--- src/rtl/dbg_ctrl_pkg.sv ---
package dbg_ctrl_pkg;
  localparam int unsigned CTRL_W    = 8;
  localparam int unsigned POS_MODE  = 7;
  localparam int unsigned POS_BRKEN = 6;
  localparam int unsigned POS_ACKEN = 5;
  localparam int unsigned POS_RST   = 0;
  localparam int unsigned SYNC_LEN  = 2;
endpackage

--- src/rtl/dbg_cfg_reg.sv ---
// Breakpoint arm and acknowledge enable bits.
module dbg_cfg_reg (
  input  logic clk,
  input  logic rst_ni,
  input  logic wr_en,
  input  logic wr_brk_en,
  input  logic wr_ack_en,
  output logic brk_en,
  output logic ack_en
);
  logic brk_en_q, brk_en_d;
  logic ack_en_q, ack_en_d;

  always_comb begin
    brk_en_d = brk_en_q;
    ack_en_d = ack_en_q;
    if (wr_en) begin
      brk_en_d = wr_brk_en;
      ack_en_d = wr_ack_en;
    end
  end

  always_ff @(posedge clk or negedge rst_ni) begin
    if (!rst_ni) begin
      brk_en_q <= 1'b0;
      ack_en_q <= 1'b0;
    end else begin
      brk_en_q <= brk_en_d;
      ack_en_q <= ack_en_d;
    end
  end

  assign brk_en = brk_en_q;
  assign ack_en = ack_en_q;

  p_cfg_hold_r10: assert property (@(posedge clk) disable iff (!rst_ni)
    !wr_en |=> ($stable(brk_en_q) && $stable(ack_en_q)));
endmodule

--- src/rtl/dbg_mode_ctrl.sv ---
// Debug-mode flag, breakpoint handling and acknowledge pulse.
module dbg_mode_ctrl (
  input  logic clk,
  input  logic rst_ni,
  input  logic wr_en,
  input  logic wr_mode,
  input  logic brk_strobe,
  input  logic brk_en,
  input  logic ack_en,
  input  logic rd_protect,
  output logic mode,
  output logic ack_pulse
);
  logic mode_q, mode_d;
  logic ack_q, ack_d;
  logic brk_taken;

  assign brk_taken = brk_strobe & brk_en;

  always_comb begin
    mode_d = mode_q;
    if (brk_taken)
      mode_d = 1'b1;
    else if (wr_en)
      mode_d = wr_mode | (rd_protect & mode_q);
    ack_d = brk_taken & ack_en & ~mode_q;
  end

  always_ff @(posedge clk or negedge rst_ni) begin
    if (!rst_ni) begin
      mode_q <= 1'b0;
      ack_q  <= 1'b0;
    end else begin
      mode_q <= mode_d;
      ack_q  <= ack_d;
    end
  end

  assign mode      = mode_q;
  assign ack_pulse = ack_q;

  p_brk_sets_mode_r4: assert property (@(posedge clk) disable iff (!rst_ni)
    (brk_strobe && brk_en) |=> mode_q);
  p_brk_off_nop_r3: assert property (@(posedge clk) disable iff (!rst_ni)
    (brk_strobe && !brk_en && !wr_en) |=> ($stable(mode_q) && !ack_q));
  p_protect_lock_r6: assert property (@(posedge clk) disable iff (!rst_ni)
    (rd_protect && mode_q) |=> mode_q);
  p_ack_single_r5: assert property (@(posedge clk) disable iff (!rst_ni)
    ack_q |=> !ack_q);
  p_ack_with_mode_r5: assert property (@(posedge clk) disable iff (!rst_ni)
    ack_q |-> mode_q);
endmodule

--- src/rtl/dbg_rst_ctrl.sv ---
// Self-clearing device reset request.
module dbg_rst_ctrl (
  input  logic clk,
  input  logic rst_ni,
  input  logic wr_en,
  input  logic wr_rst,
  input  logic rst_done,
  output logic rst_pend
);
  logic pend_q, pend_d;

  always_comb begin
    if (pend_q)
      pend_d = ~rst_done;
    else
      pend_d = wr_en & wr_rst;
  end

  always_ff @(posedge clk or negedge rst_ni) begin
    if (!rst_ni) pend_q <= 1'b0;
    else         pend_q <= pend_d;
  end

  assign rst_pend = pend_q;

  p_rst_hold_r7: assert property (@(posedge clk) disable iff (!rst_ni)
    (pend_q && !rst_done) |=> pend_q);
  p_rst_clear_r7: assert property (@(posedge clk) disable iff (!rst_ni)
    (pend_q && rst_done) |=> !pend_q);
  p_rst_start_r7: assert property (@(posedge clk) disable iff (!rst_ni)
    (!pend_q && !(wr_en && wr_rst)) |=> !pend_q);
endmodule

--- src/rtl/dbg_ctrl_unit.sv ---
module dbg_ctrl_unit #(
  parameter int unsigned REG_W    = dbg_ctrl_pkg::CTRL_W,
  parameter logic [REG_W-1:0] ACK_CODE = '1
) (
  input  logic             clk,
  input  logic             rst_n,
  input  logic             wr_en,
  input  logic [REG_W-1:0] wr_data,
  output logic [REG_W-1:0] rd_data,
  input  logic             brk_strobe,
  input  logic             rd_protect,
  input  logic             rst_done,
  output logic             halt,
  output logic             ack_req,
  output logic [REG_W-1:0] ack_byte,
  output logic             dev_rst
);
  import dbg_ctrl_pkg::*;

  localparam int unsigned SL = SYNC_LEN;

  // Reset: asserted asynchronously, released on a clock edge.
  logic [SL-1:0] rst_sync_q;
  logic          rst_ni;

  always_ff @(posedge clk or negedge rst_n) begin
    if (!rst_n) rst_sync_q <= '0;
    else        rst_sync_q <= {rst_sync_q[SL-2:0], 1'b1};
  end
  assign rst_ni = rst_sync_q[SL-1];

  logic brk_en, ack_en, mode, ack_pulse, rst_pend;

  dbg_cfg_reg u_cfg (
    .clk       (clk),
    .rst_ni    (rst_ni),
    .wr_en     (wr_en),
    .wr_brk_en (wr_data[POS_BRKEN]),
    .wr_ack_en (wr_data[POS_ACKEN]),
    .brk_en    (brk_en),
    .ack_en    (ack_en)
  );

  dbg_mode_ctrl u_mode (
    .clk        (clk),
    .rst_ni     (rst_ni),
    .wr_en      (wr_en),
    .wr_mode    (wr_data[POS_MODE]),
    .brk_strobe (brk_strobe),
    .brk_en     (brk_en),
    .ack_en     (ack_en),
    .rd_protect (rd_protect),
    .mode       (mode),
    .ack_pulse  (ack_pulse)
  );

  dbg_rst_ctrl u_rst (
    .clk      (clk),
    .rst_ni   (rst_ni),
    .wr_en    (wr_en),
    .wr_rst   (wr_data[POS_RST]),
    .rst_done (rst_done),
    .rst_pend (rst_pend)
  );

  always_comb begin
    rd_data            = '0;
    rd_data[POS_MODE]  = mode;
    rd_data[POS_BRKEN] = brk_en;
    rd_data[POS_ACKEN] = ack_en;
    rd_data[POS_RST]   = rst_pend;
  end

  assign halt     = mode;
  assign ack_req  = ack_pulse;
  assign ack_byte = ACK_CODE;
  assign dev_rst  = rst_pend;

  p_halt_mirror_r2: assert property (@(posedge clk) disable iff (!rst_ni)
    halt == rd_data[POS_MODE]);
endmodule

--- config.mk ---
export PLATFORM = sky130hd
export DESIGN_NAME = dbg_ctrl_unit
export DESIGN_NICKNAME = d
export VERILOG_FILES = /design/src/rtl/dbg_ctrl_pkg.sv /design/src/rtl/dbg_cfg_reg.sv /design/src/rtl/dbg_mode_ctrl.sv /design/src/rtl/dbg_rst_ctrl.sv /design/src/rtl/dbg_ctrl_unit.sv
export SDC_FILE = /design/constraint.sdc
export NUM_CORES = 1
export LEC_CHECK = 0
export CAP_MARGIN = 0
export CORE_AREA = 2 2 39 41
export CTS_CLUSTER_SIZE = 14
export DETAILED_ROUTE_END_ITERATION = 8
export DIE_AREA = 0 0 41 43
export GPL_ROUTABILITY_DRIVEN = 0
export HOLD_SLACK_MARGIN = 0.15
export PLACE_DENSITY = 0.74
export SETUP_SLACK_MARGIN = 0.1
export SYNTH_ARGS = -nofsm -noshare
export SYNTH_HDL_FRONTEND = slang
export SYNTH_SLANG_ARGS = --single-unit
--- constraint.sdc ---
create_clock -name clk -period 0.8 [get_ports clk]
set_input_delay 0.08 -clock clk [delete_from_list [all_inputs] [get_ports clk]]
set_output_delay 0.08 -clock clk [all_outputs]
set_load 0.005 [all_outputs]
---- Yosys cells after proc, flatten, opt, wreduce, memory -nomap -nowiden ----
Cells that the tools add are included.
storage, ports and cells
  word-level logic and storage cells ...... 18
  output and inout port bits .............. 19
  flip-flop bits (word level) ............. 7
operators by class
  muxes and demuxes ....................... 3
  bitwise logic cells ..................... 8
  reduce and logical (&&, ||, !) cells .... 1
operators with widths
  cell               count
  $and 1x1->1        5
  $mux 1             3
  $not 1->1          2
  $reduce_bool 2->1  1
  $or 1x1->1         1

---- Logic depth before layout (Yosys ltp) ----
  depth after elaboration ................. 4
  mapped depth ............................ 2

---- By module ----
From an unflattened synthesis, not the netlist that was laid out.
second synthesis, totals
  cells, all modules ...................... 34
  area total of the unflattened synthesis .. 371.6 µm²
by module, submodules not included
  module         cells each  area each (µm²)  times used  sequential area each (µm²)
  dbg_ctrl_unit  20          177.7            1           50.0
  dbg_mode_ctrl  7           82.6             1           50.0
  dbg_cfg_reg    4           72.6             1           50.0
  dbg_rst_ctrl   3           38.8             1           25.0

---- Least setup slack after synthesis ----
No wires, ideal clock.
  path kind ............................... reg2reg
  start point ............................. reg u_cfg.brk_en (netlist name)
  end point ............................... reg u_cfg.brk_en_q (netlist: u_cfg.brk_en)
  cell stages (with the launch flop) ...... 2
  buffers on the path ..................... 0
  required time ........................... 0.675 ns
  period minus slack after synthesis ...... 0.744 ns
  arrival ................................. 0.620 ns
  slack ................................... 0.056 ns
  cells stage by stage .................... dfrtp_1 > mux2_2
RTL lines
  element               line               source
  end signal, assigned  dbg_cfg_reg.sv:28  brk_en_q <= brk_en_d;
  end, declared         dbg_cfg_reg.sv:11  logic brk_en_q, brk_en_d;

---- Worst setup path in the final report ----
  start point ............................. reg u_mode.mode_q (netlist: u_mode.mode)
  end point ............................... out halt
RTL lines
  element                 line                 source
  start, declared         dbg_mode_ctrl.sv:14  logic mode_q, mode_d;
  start signal, assigned  dbg_mode_ctrl.sv:34  mode_q <= mode_d;
  end, declared           dbg_ctrl_unit.sv:13  output logic halt,
No word-level cell between the ends.

==> flow_summary.yaml <==
clock_network:
  clock-sinks: 7
  cts_max_level: 1
  cts_buffers: 3
  clockRootBuffer: "clkbuf_4"
  hold_buffers: 1
  clock_latency_ps: 240
  tritoncts: "done"
  path_clk_slew_ps: 50
  ctsLongestPathBuffers: 2
status:
  violations: "setup timing"
  status: "finished, violations left"
sta:
  setup_violations: 11
  fmax_ghz: 1.08
  fin_worst_skew_ps: 1.47
  period_needed_ps: 926
  hold_viol_final: 0
  layout_setup_ws_ps: -126
  rsz0062_at_grt: "yes"
  timing.hold.ws_ps: 76.3
  fin_crit_sh_pct: 116
  finalMaxSlewViolations: 0
drt:
  via_count: 260
  finalWirelength_um: 663
  drc: 0
  wl_met1_um: 205
  first_iter_violations: 1
  antenna_left: 0
  wl_per_cell_um: 9.08
  drt_pass1_iterations: 2
  viasPerCell: 3.56
  dr_wl_met2_um: 394
  wl_met3_um: 62
  top_layer: "met3"
layout:
  diodes: 0
  final_area_um2: 562
  area_growth_pct: 51.7
  ff_latch_area_um2: 175
  fin_nets: 72
  fillers: 152
  multiInputGateArea_um2: 118
  layout-drive-gt1-share_pct: 36.8
flow_run:
  drv_cap: 0
grt:
  overflow: 0
  grt_max_degree: 6
  grtUsageTotal_pct: 9.30
  grt_pass1_wl_um: 1010
  grt_pass1_vias: 258
  antenna_found_initial: 0
critical_path:
  endpoint_kind: "output port"
  worstPathRequired_ps: 720
  crit_start: "u_mode.mode"
  path_class: "reg2out"
  cp-start-kind: "flip-flop"
  reg2reg_depth: 4
  worstPathMaxFanout: 2
  rr_startpoint: "u_mode.mode"
  cp.arrival_ps: 850
pwr:
  power_w: 0.000938
  vdd.ir_drop.worst_mv: 0.406
  power.leakage_nw: 0.283
  p_per_area_nw_per_um2: 1670
floorplan:
  chipWidth_um: 41
  core_um2: 1380
  ios: 33
  start_util_pct: 26.8
  die_h_um: 43
  fp.dieArea_um2: 1760
  rows: 14
placed_design:
  placed_area_um2: 494
  dp_worst_setup_slack_ps: -310
  dpl.hpwl_um: 516
  placement.io_buffers: 16
synth:
  syn_inst: 34
  synth_area_um2: 370
  syn_avg_cell_area_um2: 10.9
  synth-seq-cells: 7
  synth_cell_types: 11
  seq_area_frac_synth_pct: 47.3
  yosys_warnings: 0
worst_hold_path:
  hold_path_class: "reg2async"
-- sequential cells by signal, summed over array words and instances (netlist names) --
| register | cells |
|---|---|
| u_cfg.brk_en | 1 |
| u_rst.rst_pend | 1 |
| u_mode.mode | 1 |
| u_mode.ack_pulse | 1 |
| rst_sync_q | 2 |
| u_cfg.ack_en | 1 |
-- layout by cell type, fill, tap and decap left out, drive strengths merged, types with 2 or more instances in the layout --
| cell type | instances |
|---|---|
| clkbuf | 5 |
| buf | 13 |
| conb | 13 |
| dfrtp | 7 |
| clkdlybuf4s50 | 9 |
| mux2 | 2 |
-- metal layers --
metal | vias up | global-route usage, %
li1 | 125 | -
met1 | 121 | 8.55
met2 | 14 | 14.1
met3 | 0 | 4.71
met4 | 0 | 8.00
met5 | - | 0
-- layout make-up --
| cell class | instances | area share (%) |
|---|---|---|
| tap | 16 | 3.56 |
| clock buffer | 4 | 4.68 |
| inverter | 1 | 0.668 |
| sequential | 7 | 31.2 |
| timing repair buffer | 24 | 39.0 |
| multi-input combinational | 21 | 20.9 |
-- cell usage after synthesis (all sizes together) --
| library cell | number | area (um2) |
|---|---|---|
| conb | 2 | 7.51 |
| mux2i | 1 | 10.0 |
| buf | 16 | 120 |
| a22oi | 1 | 7.51 |
| inv | 1 | 3.75 |
| nor2b | 1 | 6.26 |
| nand2 | 1 | 3.75 |
| dfrtp | 7 | 175 |
| mux2 | 2 | 22.5 |
| o21ai | 1 | 5.00 |
| and4 | 1 | 8.76 |
-- report_power, final --
group / leakage, nW / switching, W / internal [W]
Sequential: 0.0834 / 0.0000206 / 0.000382
Clock: 0.0150 / 0.000120 / 0.000190
Combinational: 0.185 / 0.0000739 / 0.000152
Total: 0.283 / 0.000215 / 0.000724
-- per-stage QoR --
step,std cells,TNS [ps],util [%]
final,73,-705,40.6
after global routing,73,-1070,40.6
after CTS,73,-897,41.0
after detailed placement,64,-1950,35.7
after global placement,64,-1780,35.7
after floorplan,45,0,-
-- critical path: stages (launching register included) --
cell,delay (ps)
dfrtp_1,380
buf_6,120
buf_6,100
-- path summary, 6_finish.rpt --
kind                               endpoint  slack (ps)
setup / recovery                       halt        -130
hold / removal                 u_cfg.ack_en          80
setup reg to reg           u_mode.ack_pulse         -80
hold reg to reg                u_cfg.ack_en          80
max in group asynchronous     rst_sync_q[0]         150
min in group clk              rst_sync_q[1]         360
-- cells by family after synthesis --
kind of cell	share of synthesized area, %
compound gates	3.38
buf+inv	33.4
flops	47.3
mux	8.78
other cells	2.03
simple gates	5.07
-- timing repair --
item                                    4_1_cts  5_1_grt
cloned                                        0        0
resized for setup                            34        1
endpoints found under the setup margin       12       12
pin swaps                                     2        1
buffers inserted                              4        0
hold endpoints to repair                      7        5
(Power assumes the default switching activity.)
